==> src/rtl/sign_lms_rate_div.sv <==
module sign_lms_rate_div #(
  parameter int RATE_W = 2,
  localparam int CNT_W = (1 << RATE_W) - 1
) (
  input  logic              clk_i,
  input  logic              rst_ni,
  input  logic [RATE_W-1:0] rate_sel_i,
  output logic              en_o
);
  logic [CNT_W-1:0] cnt_q;
  logic [CNT_W-1:0] lim;

  always_comb begin
    lim  = CNT_W'((32'd1 << rate_sel_i) - 32'd1);
    en_o = (cnt_q >= lim);
  end

  always_ff @(posedge clk_i or negedge rst_ni) begin
    if (!rst_ni)   cnt_q <= '0;
    else if (en_o) cnt_q <= '0;
    else           cnt_q <= cnt_q + 1'b1;
  end
endmodule

==> src/rtl/sign_lms_acc.sv <==
module sign_lms_acc #(
  parameter int COEF_W = 12
) (
  input  logic              clk_i,
  input  logic              rst_ni,
  input  logic              en_i,
  input  logic              sign_a_i,
  input  logic              sign_b_i,
  output logic [COEF_W-1:0] coef_o
);
  localparam logic [COEF_W-1:0] MaxVal = {1'b0, {(COEF_W-1){1'b1}}};
  localparam logic [COEF_W-1:0] MinVal = {1'b1, {(COEF_W-1){1'b0}}};

  logic [COEF_W-1:0] coef_q, coef_d;
  logic up;

  always_comb begin
    up     = (sign_a_i == sign_b_i);   // product of signs is positive
    coef_d = coef_q;
    if (en_i) begin
      if (up && coef_q != MaxVal)       coef_d = coef_q + 1'b1;
      else if (!up && coef_q != MinVal) coef_d = coef_q - 1'b1;
    end
  end

  always_ff @(posedge clk_i or negedge rst_ni) begin
    if (!rst_ni) coef_q <= '0;
    else         coef_q <= coef_d;
  end

  assign coef_o = coef_q;
endmodule

==> src/rtl/sign_lms_therm.sv <==
module sign_lms_therm #(
  parameter int SEG_W = 4,
  localparam int THERM_W = (1 << SEG_W) - 1
) (
  input  logic [SEG_W-1:0]   bin_i,
  output logic [THERM_W-1:0] therm_o
);
  for (genvar k = 0; k < THERM_W; k++) begin : g_line
    assign therm_o[k] = (bin_i > SEG_W'(k));
  end
endmodule

==> src/rtl/sign_lms_ser.sv <==
module sign_lms_ser #(
  parameter int COEF_W = 12,
  localparam int CNT_W = $clog2(COEF_W + 1)
) (
  input  logic              clk_i,
  input  logic              rst_ni,
  input  logic              load_i,
  input  logic [COEF_W-1:0] data_i,
  output logic              ser_o,
  output logic              valid_o
);
  logic [COEF_W-1:0] sh_q;
  logic [CNT_W-1:0]  cnt_q;

  always_ff @(posedge clk_i or negedge rst_ni) begin
    if (!rst_ni) begin
      sh_q  <= '0;
      cnt_q <= '0;
    end else if (load_i) begin
      sh_q  <= data_i;
      cnt_q <= CNT_W'(COEF_W);
    end else if (cnt_q != '0) begin
      sh_q  <= {sh_q[COEF_W-2:0], 1'b0};
      cnt_q <= cnt_q - 1'b1;
    end
  end

  assign ser_o   = sh_q[COEF_W-1];
  assign valid_o = (cnt_q != '0);
endmodule

==> src/rtl/sign_lms_coef.sv <==
module sign_lms_coef #(
  parameter int COEF_W = 12,
  parameter int SEG_W  = 4,
  parameter int RATE_W = 2,
  localparam int DAC_W   = 2 * SEG_W,
  localparam int THERM_W = (1 << SEG_W) - 1
) (
  input  logic               clk_i,
  input  logic               rst_ni,
  input  logic               grad_sign_i,
  input  logic               ref_sign_i,
  input  logic [RATE_W-1:0]  rate_sel_i,
  input  logic               load_i,
  output logic [COEF_W-1:0]  coef_o,
  output logic [COEF_W-1:0]  coef_n_o,
  output logic [THERM_W-1:0] dac_coarse_o,
  output logic [THERM_W-1:0] dac_fine_o,
  output logic               ser_o,
  output logic               ser_valid_o
);
  logic upd_en;
  logic [COEF_W-1:0]  coef;
  logic [DAC_W-1:0]   dac_word;
  logic [THERM_W-1:0] therm [2];

  sign_lms_rate_div #(.RATE_W(RATE_W)) i_div (
    .clk_i, .rst_ni, .rate_sel_i, .en_o(upd_en)
  );

  sign_lms_acc #(.COEF_W(COEF_W)) i_acc (
    .clk_i, .rst_ni, .en_i(upd_en),
    .sign_a_i(grad_sign_i), .sign_b_i(ref_sign_i), .coef_o(coef)
  );

  // offset binary: invert sign bit so the thermometer grows with the value
  assign dac_word = {~coef[COEF_W-1], coef[COEF_W-2 -: DAC_W-1]};

  for (genvar g = 0; g < 2; g++) begin : g_seg
    sign_lms_therm #(.SEG_W(SEG_W)) i_therm (
      .bin_i(dac_word[g*SEG_W +: SEG_W]), .therm_o(therm[g])
    );
  end

  sign_lms_ser #(.COEF_W(COEF_W)) i_ser (
    .clk_i, .rst_ni, .load_i, .data_i(coef), .ser_o, .valid_o(ser_valid_o)
  );

  assign coef_o       = coef;
  assign coef_n_o     = ~coef;
  assign dac_fine_o   = therm[0];
  assign dac_coarse_o = therm[1];
endmodule

==> config.mk <==
export PLATFORM = sky130hd
export DESIGN_NAME = sign_lms_coef
export DESIGN_NICKNAME = d
export VERILOG_FILES = /design/src/rtl/sign_lms_rate_div.sv /design/src/rtl/sign_lms_acc.sv /design/src/rtl/sign_lms_therm.sv /design/src/rtl/sign_lms_ser.sv /design/src/rtl/sign_lms_coef.sv
export SDC_FILE = /design/constraint.sdc
export NUM_CORES = 1
export LEC_CHECK = 0
export CELL_PAD_IN_SITES_DETAIL_PLACEMENT = 1
export CELL_PAD_IN_SITES_GLOBAL_PLACEMENT = 1
export CORE_UTILIZATION = 38
export DETAILED_ROUTE_END_ITERATION = 7
export GPL_TIMING_DRIVEN = 0
export PLACE_DENSITY_LB_ADDON = 0.3
export SKIP_CTS_REPAIR_TIMING = 1
export SYNTH_ARGS = -nofsm -noshare
export SYNTH_HDL_FRONTEND = slang
export SYNTH_SLANG_ARGS = --single-unit
==> constraint.sdc <==
create_clock -name clk_i -period 7.1 [get_ports clk_i]
set_input_delay 1.775 -clock clk_i [delete_from_list [all_inputs] [get_ports clk_i]]
set_output_delay 1.775 -clock clk_i [all_outputs]
set_load 0.1 [all_outputs]
# == Word level (Yosys, flattened, before mapping) ==
# Index checks and enable logic that the tools add are counted.
# word_totals
out_inout_bits,56
ff_bits,31
inputBits,7
elab_cells,60
# classes
muxes,7
eq_ne,3
n_lt_le_gt_ge,31
add_sub_neg,5
bitwise_logic,2
shifts,1
n_reduce_logical,7
# op_table
op,count
"4-bit > comparator, second input constant",14
12-bit two-way mux,4
"4-bit by 3-bit > comparator with 1-bit output, second input constant",8
"4-bit by 1-bit > comparator with 1-bit output, second input constant",4
"4-bit by 2-bit > comparator with 1-bit output, second input constant",4
"12-bit by 1-bit adder with 12-bit output, second input constant",1
"12-bit by 11-bit inequality test with 1-bit output, second input constant",1
"12-bit inequality test, second input constant",1
12-bit NOT,1
"12-bit by 1-bit subtractor with 12-bit output, second input constant",1
4-bit two-way mux,2
2-bit nonzero test,2
4-bit nonzero test,1
"4-bit by 1-bit subtractor with 4-bit output, second input constant",1
"3-bit by 1-bit adder with 3-bit output, second input constant",1
3-bit >= comparator,1
3-bit two-way mux,1
"1-bit by 2-bit left shift with 3-bit output, first input constant",1
"3-bit by 1-bit subtractor with 3-bit output, second input constant",1
1-bit logical AND,2
2-bit AND reduction,1
1-bit equality test,1
1-bit logical NOT,1
1-bit NOT,1

# == Logic depth before layout (Yosys ltp) ==
# Gate-level depths: netlist of run 1.
# depth
ltp_word,5
depth_mapped,11
depth_no_buf,11

# == By module ==
# From an unflattened synthesis of run 1, not the netlist that was laid out.
# unflattened
cells_unflattened,264
hier_area_um2,2368.5
# by_module_without_submodules
mod,seq_area_each_um2,area_each_um2,cells_each,n_inst
sign_lms_acc,300.3,1016.0,100,1
sign_lms_ser,400.4,823.3,85,1
sign_lms_therm,0.0,140.1,24,2
sign_lms_rate_div,75.1,203.9,19,1
sign_lms_coef,0.0,45.0,12,1

# == Least setup slack after synthesis of run 1 ==
# OpenSTA, ideal clock, no wires.
# synth_timing
path_kind,register to output
start,"register i_acc.coef_q[5], in the netlist i_acc.coef_o[5]"
end,output dac_fine_o[6]
path_buffers,0
stages_incl_launch_ff,3
t_required_ps,5325
setup_slack_ps,616
arrival_time_ps,4709
cell_sequence,dfrtp_1 -> clkinv_1 -> o31ai_1
# synth_via
elab_chain_len,1
# synth_rtl
element,line_no,source
"start, declared",sign_lms_acc.sv:14,"logic [COEF_W-1:0] coef_q, coef_d;"
"start signal, assigned",sign_lms_acc.sv:28,else coef_q <= coef_d;
4-bit by 3-bit > comparator with 1-bit output,sign_lms_therm.sv:9,assign therm_o[k] = (bin_i > SEG_W'(k));
"end, declared",sign_lms_coef.sv:17,"output logic [THERM_W-1:0] dac_fine_o,"
# No other way between the ends.

# == Worst setup path after layout of run 1 ==
# layout_timing
start,register i_ser.cnt_q[0]
end,output ser_valid_o
# layout_via
elab_chain_len,1
# layout_rtl
element,line_no,source
"start, declared",sign_lms_ser.sv:13,logic [CNT_W-1:0] cnt_q;
"start signal, assigned",sign_lms_ser.sv:21,cnt_q <= CNT_W'(COEF_W);
"start signal, assigned",sign_lms_ser.sv:24,cnt_q <= cnt_q - 1'b1;
4-bit nonzero test,sign_lms_ser.sv:29,assign valid_o = (cnt_q != '0);
"end, declared",sign_lms_coef.sv:19,output logic ser_valid_o
# No other way between the ends.

==> flow_metrics.tcl, run 1 <==
set metrics [dict create \
    htree_levels 2 \
    clk_pin_slew_ns 0.07 \
    worstPathArrival_ns 2.80 \
    worst-path-max-fanout 10 \
    postLayoutCoreUtil 0.534 \
    numClockSinks 31 \
    rsz0062_at_grt "false" \
    avgSynthCellArea_um2 8.94 \
    status "complete, no violations" \
    postRouteAntennaNets 0 \
    drcViolationCount 0 \
    tightest_slew_ns 0.987 \
    start_kind "flop" \
    min_period_over_period 0.645 \
    critPathRequiredTime_ns 5.33 \
    tns_ns 0 \
    place_ws_ns 2.27 \
    grt_max_degree 32 \
    synth_seq_area_share 0.358 \
    synth_edf_count 0 \
    synthCells 242 \
    synth_seq_cells 31 \
    crit_chain "inv_1, ha_1, nor2b_1, nor2b_1, buf_2, buf_2, inv_1, clkdlybuf4s50_1" \
    grt.total_usage 0.206 \
    cap_viol_max_count 0 \
    die_w_um 77.5 \
    start_util 0.393 \
    numCtsBuffers 5 \
    synthArstFlopShare 1.00 \
    cts_root_buffer "clkbuf_8" \
    drive_above_1_share 0.0740 \
    drt_pass1_iterations 4 \
    pin_count 63 \
    final_common_cell "clkdlybuf4s50_1" \
    vias 1978 \
    port_buffers 61 \
    final_nets 334 \
    yosys_most_used_dff "dfrtp_1" \
    hp-class "reg2reg" \
    grt_antenna_before_repair 0 \
    die_height_um 77.5 \
    insertion_delay_ns 0.28 \
    final_cell_mix "60 x clkdlybuf4s50_1, 31 x dfrtp_1, 27 x nand2_1" \
    placementRows 27 \
    slowest_stage "clkdlybuf4s50_1" \
    end_kind "output port" \
    diodes 0 \
    design.die.area_mm2 0.00600 \
    first_global_vias 2074 \
    fmax_ghz 0.219 \
    synth_area_mm2 0.00216 \
    drt_wl_total_mm 5.86 \
    cpPeakStageDelay_ns 0.96 \
    grt_remaining_overflow 0 \
    max-clock-path-buffers 2 \
    globalplace.congestion 0.831 \
    syn_nets 266 \
    route.detailed.wl_per_inst_um 15.3 \
    maxSlewViolCount 0 \
    setup_ws_ns 2.52 \
    synth_cell_type_count 43 \
    grt_pass1_wl_mm 9.89 \
    tritoncts "done" \
    fillers 661 \
    skew_ns 0.00758 \
    hold_violations 0 \
    vias_per_cell 5.16 \
    syn2layout_area_growth_pct 35.9 \
    synth_warnings 0 \
    min_period_ns 4.58 \
    coreArea_mm2 0.00551 \
    setup_viol 0 \
    path_class "reg2out" \
    drt_iter0_drc 77 \
    hpwlAfterDp_mm 4.46 \
    slew_headroom 0.340 \
]
path summary, 6_finish.rpt:
| path | startpoint | endpoint | slack, ns | cells past startpoint |
|---|---|---|---|---|
| setup / recovery | i_ser.cnt_q[0] | ser_valid_o | 2.52 | 8 |
| hold / removal | i_div.cnt_q[0] | i_div.cnt_q[0] | 0.48 | 1 |
| setup reg to reg | i_acc.coef_o[5] | i_acc.coef_o[11] | 3.71 | 11 |
| hold reg to reg | i_div.cnt_q[0] | i_div.cnt_q[0] | 0.48 | 1 |
| max in group asynchronous | rst_ni | i_acc.coef_o[7] | 5.08 | 1 |
| min in group asynchronous | rst_ni | i_div.cnt_q[1] | 1.56 | 1 |
synthesized netlist by cell type (all sizes together) (2+ instances only):
cell / count / area [um^2]
ha: 16 / 200
or4: 2 / 18.8
a21oi: 13 / 65.1
mux2i: 17 / 170
nor2b: 4 / 25.0
o21a: 2 / 15.0
nor2: 20 / 75.1
buf: 3 / 21.3
a21o: 4 / 30.0
dfrtp: 31 / 776
o21ai: 25 / 140
clkinv: 2 / 7.51
nand4: 2 / 12.5
nand2: 27 / 101
inv: 23 / 86.3
xnor2: 10 / 103
nand3: 5 / 25.0
nand2b: 3 / 18.8
clkbuf: 7 / 26.3
a211oi: 3 / 22.5
xor2: 3 / 26.3
o31ai: 4 / 30.0
nor4: 3 / 40.0
metrics by stage:
stage | instances | cell area, um^2 | hold WS, ns
global placement | 375 | 2870 | 0.455
finish | 383 | 2940 | 0.484
detailed placement | 375 | 2860 | 0.473
floorplan | 242 | 2160 | 0.432
CTS | 383 | 2940 | 0.482
global route | 383 | 2940 | 0.511
kinds of logic after synthesis:
logic type | count (synthesis) | synth area share
AOI/OAI and AO/OA | 59 | 0.177
xor gates and xnor gates | 13 | 0.0595
adders and majority gates | 17 | 0.102
buffers and inverters | 35 | 0.0653
DFF | 31 | 0.358
muxes | 17 | 0.0786
and+or+nand+nor | 70 | 0.159
layout make-up:
class | instances | area [um^2] | area share
clock buffers | 7 | 76.3 | 0.0259
well taps | 72 | 90.1 | 0.0306
multi-input cells | 176 | 1250 | 0.424
clock inverters | 1 | 5.00 | 0.00170
repair buffers | 61 | 606 | 0.206
flip-flops and latches | 31 | 776 | 0.264
plain buffers | 10 | 47.5 | 0.0162
inverters | 25 | 93.8 | 0.0319
registers in the layout, summed over array words and instances, names as in the netlist:
| signal | flops |
|---|---|
| i_div.cnt_q | 3 |
| i_ser.cnt_q | 4 |
| i_acc.coef_o | 12 |
| i_ser.sh_q | 12 |
worst max-delay path, delay by kind of cell, from the launching register on:
family	cells	cell delay, ns
buffers and inverters	5	1.66
flip-flops	1	0.37
adder cells (fa/ha/maj)	1	0.17
AND/OR/NAND/NOR	2	0.31
layer usage:
metal | track usage | share of wire | up-vias | routed length, um
met1 | 0.257 | 0.46 | 952 | 2690
met4 | 0.0604 | 0.022 | 0 | 127
met3 | 0.0435 | 0.037 | 13 | 219
li1 | - | - | 965 | -
met5 | 0 | 0 | - | 0
met2 | 0.355 | 0.48 | 48 | 2820
Power of run 1 is left out: the tool's default activity adds up to more than one toggle a clock period on the data nets, which glitch-free logic cannot reach.
==> run 2, diff against run 1 <==
Settings changed: CORE_UTILIZATION 38 to 35.
Clock period 7.1 ns to 4.6 ns, I/O delays scaled along.
==> flow_metrics.tcl, run 2 (synthesis gave the netlist of run 1 again) <==
set metrics [dict create \
    status "complete, no violations" \
    fillers 723 \
    worst-path-max-fanout 10 \
    vias_per_cell 5.13 \
    setup_ws_ns 0.637 \
    skew_ns 0.00490 \
    die_w_um 80.6 \
    r2r_end "i_acc.coef_o[11]" \
    htree_levels 2 \
    die_height_um 80.6 \
    grt.total_usage 0.196 \
    port_buffers 61 \
    grt_remaining_overflow 0 \
    hp-class "reg2reg" \
    final_cell_area_mm2 0.00299 \
    final_common_cell "clkdlybuf4s50_1" \
    postRouteAntennaNets 0 \
    setup_viol 0 \
    start_kind "flop" \
    cts_root_buffer "clkbuf_8" \
    first_global_vias 2013 \
    hold_violations 0 \
    insertion_delay_ns 0.28 \
    vias 1976 \
    tns_ns 0 \
    min_period_ns 3.96 \
    worstPathArrival_ns 2.81 \
    fmax_ghz 0.252 \
    path_class "reg2out" \
    placementRows 28 \
    numCtsBuffers 5 \
    hold_start "i_div.cnt_q[0]" \
    syn2layout_area_growth_pct 38.2 \
    r2r_cells 11 \
    tritoncts "done" \
    drt_iter0_drc 40 \
    cap_viol_max_count 0 \
    critPathRequiredTime_ns 3.45 \
    max-clock-path-buffers 2 \
    design.die.area_mm2 0.00650 \
    grt_max_degree 32 \
    drive_above_1_share 0.100 \
    drt_wl_total_mm 5.94 \
    drcViolationCount 0 \
    globalplace.congestion 0.753 \
    numClockSinks 31 \
    final_cell_mix "60 x clkdlybuf4s50_1, 31 x dfrtp_1, 27 x nand2_1" \
    min_path_cells 1 \
    tightest_slew_ns 0.986 \
    maxSlewViolCount 0 \
    drt_pass1_iterations 4 \
    min_period_over_period 0.861 \
    placed_area_mm2 0.00290 \
    start_util 0.363 \
    hpwlAfterDp_mm 4.61 \
    min_to "i_div.cnt_q[0]" \
    pin_count 63 \
    grt_pass1_wl_mm 9.60 \
    end_kind "output port" \
    final_nets 334 \
    rsz0062_at_grt "false" \
    clk_pin_slew_ns 0.06 \
    coreArea_mm2 0.00596 \
    grt_antenna_before_repair 0 \
    place_ws_ns 0.510 \
    slew_headroom 0.341 \
    diodes 0 \
    rr_startpoint "i_acc.coef_o[4]" \
    route.detailed.wl_per_inst_um 15.4 \
    r2r_setup_slack_ns 1.25 \
]
run 2: cell types whose count changed in the layout (fill, tap and decap cells not counted), moves of 2 or more:
cell,previous run,this run
a21oi_1,13,10
a21oi_2,0,3
o21ai_0,16,12
clkbuf_1,9,7
o31ai_1,4,2
o21ai_1,5,8
run 2: per-layer routing:
layer / part of all wire / vias to the layer above / wire [um] / global-route usage
li1: - / 977 / - / -
met1: 0.44 / 951 / 2640 / 0.229
met2: 0.51 / 43 / 3020 / 0.363
met3: 0.039 / 5 / 231 / 0.0420
met4: 0.0074 / 0 / 44 / 0.0429
met5: 0 / - / 0 / 0
run 2: layout make-up:
type	count	area, um^2	share of cell area
Timing Repair Buffer	61	606	0.202
Buffer	10	47.5	0.0159
Inverter	25	93.8	0.0314
Sequential cell	31	776	0.259
Clock inverter	1	5.00	0.00167
Clock buffer	6	82.6	0.0276
Multi-Input combinational cell	176	1290	0.430
Tap cell	75	93.8	0.0314
run 2: metrics by stage:
| stage | util | cells | hold slack [ns] |
|---|---|---|---|
| floorplan | - | 242 | 0.432 |
| global placement | 0.488 | 378 | 0.461 |
| CTS | 0.502 | 385 | 0.481 |
| finish | 0.502 | 385 | 0.471 |
| global route | 0.502 | 385 | 0.494 |
| detailed placement | 0.488 | 378 | 0.465 |
run 2: worst max-delay path: stages (launching register included):
cell,delay [ns]
dfrtp_1,0.38
inv_1,0.11
ha_1,0.19
nor2b_1,0.16
nor2b_1,0.13
buf_2,0.23
buf_2,0.30
inv_1,0.07
clkdlybuf4s50_1,0.97
run 2: worst max path at each step:
stage | cells past startpoint | to | start | slack, ns
2_1_floorplan | 2 | dac_fine_o[5] | i_acc.coef_o[5] | -0.42
3_3_place_gp | 11 | i_acc.coef_o[11] | ref_sign_i | 0.53
3_5_place_dp | 11 | i_acc.coef_o[11] | ref_sign_i | 0.51
4_1_cts | 8 | ser_valid_o | i_ser.cnt_q[0] | 0.60
5_1_grt | 8 | ser_valid_o | i_ser.cnt_q[0] | 0.49
6_report | 8 | ser_valid_o | i_ser.cnt_q[0] | 0.64
Power of run 2 is left out for the same reason.
==> run 3, diff against run 2 <==
Settings changed: PLACE_DENSITY set to 0.81, PLACE_DENSITY_LB_ADDON 0.3 to not set, REMOVE_ABC_BUFFERS set to 1.
==> flow_metrics.tcl, run 3 (synthesis gave the netlist of run 1 again) <==
set metrics [dict create \
    setup_ws_ns 0.497 \
    tritoncts "done" \
    rr_startpoint "i_acc.coef_o[11]" \
    r2r_setup_slack_ns 1.14 \
    r2r_end "i_acc.coef_o[11]" \
    first_global_vias 2101 \
    start_util 0.363 \
    diodes 0 \
    final_nets 325 \
    hold_start "i_div.cnt_q[0]" \
    globalplace.congestion 0.749 \
    r2r_cells 11 \
    grt_max_degree 32 \
    die_w_um 80.6 \
    grt_pass1_wl_mm 9.77 \
    final_cell_mix "61 x clkdlybuf4s50_1, 31 x dfrtp_1, 27 x nand2_1" \
    cpPeakStageDelay_ns 0.99 \
    vias 1953 \
    crit_chain "inv_1, ha_1, nor2b_1, nor2b_2, inv_1, clkdlybuf4s50_1" \
    grt_antenna_before_repair 0 \
    drive_above_1_share 0.0762 \
    pin_count 63 \
    drt_pass1_iterations 4 \
    cpMostUsedCell "inv_1" \
    end_kind "output port" \
    status "complete, no violations" \
    cts_root_buffer "clkbuf_8" \
    place_ws_ns 0.495 \
    final_common_cell "clkdlybuf4s50_1" \
    slowest_stage "clkdlybuf4s50_1" \
    clk_pin_slew_ns 0.07 \
    slew_headroom 0.336 \
    hpwlAfterDp_mm 4.35 \
    syn2layout_area_growth_pct 36.1 \
    worstPathArrival_ns 2.95 \
    maxSlewViolCount 0 \
    fmax_ghz 0.244 \
    min_period_over_period 0.892 \
    multi_input_area_mm2 0.00125 \
    coreArea_mm2 0.00596 \
    vias_per_cell 5.18 \
    rsz0062_at_grt "false" \
    hp-class "reg2reg" \
    numClockSinks 31 \
    port_buffers 62 \
    placementRows 28 \
    min_period_ns 4.10 \
    drt_wl_total_mm 5.78 \
    path_class "reg2out" \
    die_height_um 80.6 \
    setup_viol 0 \
    numCtsBuffers 5 \
    hold_violations 0 \
    cap_viol_max_count 0 \
    tightest_slew_ns 0.993 \
    min_path_cells 1 \
    placed_area_mm2 0.00283 \
    drcViolationCount 0 \
    design.die.area_mm2 0.00650 \
    tns_ns 0 \
    start_kind "flop" \
    skew_ns 0.00982 \
    drt_iter0_drc 65 \
    worst-path-max-fanout 16 \
    min_to "i_div.cnt_q[0]" \
    postRouteAntennaNets 0 \
    insertion_delay_ns 0.28 \
    holdWs_ns 0.472 \
    grt_remaining_overflow 0 \
    htree_levels 2 \
    ff_latch_area_um2 776 \
    critPathRequiredTime_ns 3.45 \
    grt.total_usage 0.196 \
    max-clock-path-buffers 2 \
    fillers 706 \
    route.detailed.wl_per_inst_um 15.3 \
    final_cell_area_mm2 0.00295 \
]
==> run 3: changes by cell type in the layout (fill, tap and decap cells not counted), sizes merged <==
cell           change
buf                -3
clkdlybuf4s50      +1
clkbuf             -7
bufinv             +1
==> run 3: how the worst max path moves through the flow <==
stage	startpoint	endpoint	slack (ns)	depth (start not counted)
floorplan	i_acc.coef_o[5]	dac_fine_o[6]	-1.26	2
detailed placement	ref_sign_i	i_acc.coef_o[11]	0.49	11
global route	i_ser.cnt_q[0]	ser_valid_o	0.28	6
CTS	i_ser.cnt_q[0]	ser_valid_o	0.44	6
global placement	i_ser.cnt_q[0]	ser_valid_o	0.35	6
finish	i_ser.cnt_q[0]	ser_valid_o	0.50	6
==> run 3: layout make-up <==
cell class,count,area share
clock buffer,6,0.0280
clock inverter,2,0.0119
inverter,25,0.0318
multi-input combinational,176,0.424
sequential,31,0.263
tap,75,0.0318
timing repair buffer,62,0.209
==> run 3: worst max-delay path: cells and delay by family, from the launching register on <==
family / cells / cell delay (ns)
buf+inv: 3 / 1.18
simple gates: 2 / 0.93
fa+ha+maj: 1 / 0.19
flops: 1 / 0.37
==> run 3: metal layers <==
layer / share of wire / global-route usage / vias up
met1: 0.46 / 0.230 / 950
met2: 0.50 / 0.352 / 49
met4: 0.011 / 0.0571 / 0
met3: 0.038 / 0.0432 / 8
li1: - / - / 946
met5: 0 / 0 / -
==> run 3: per-stage QoR <==
stage	std cells	util
floorplan	232	-
global placement	369	0.475
detailed placement	369	0.475
CTS	377	0.495
global route	377	0.495
finish	377	0.495
Power of run 3 is left out for the same reason.
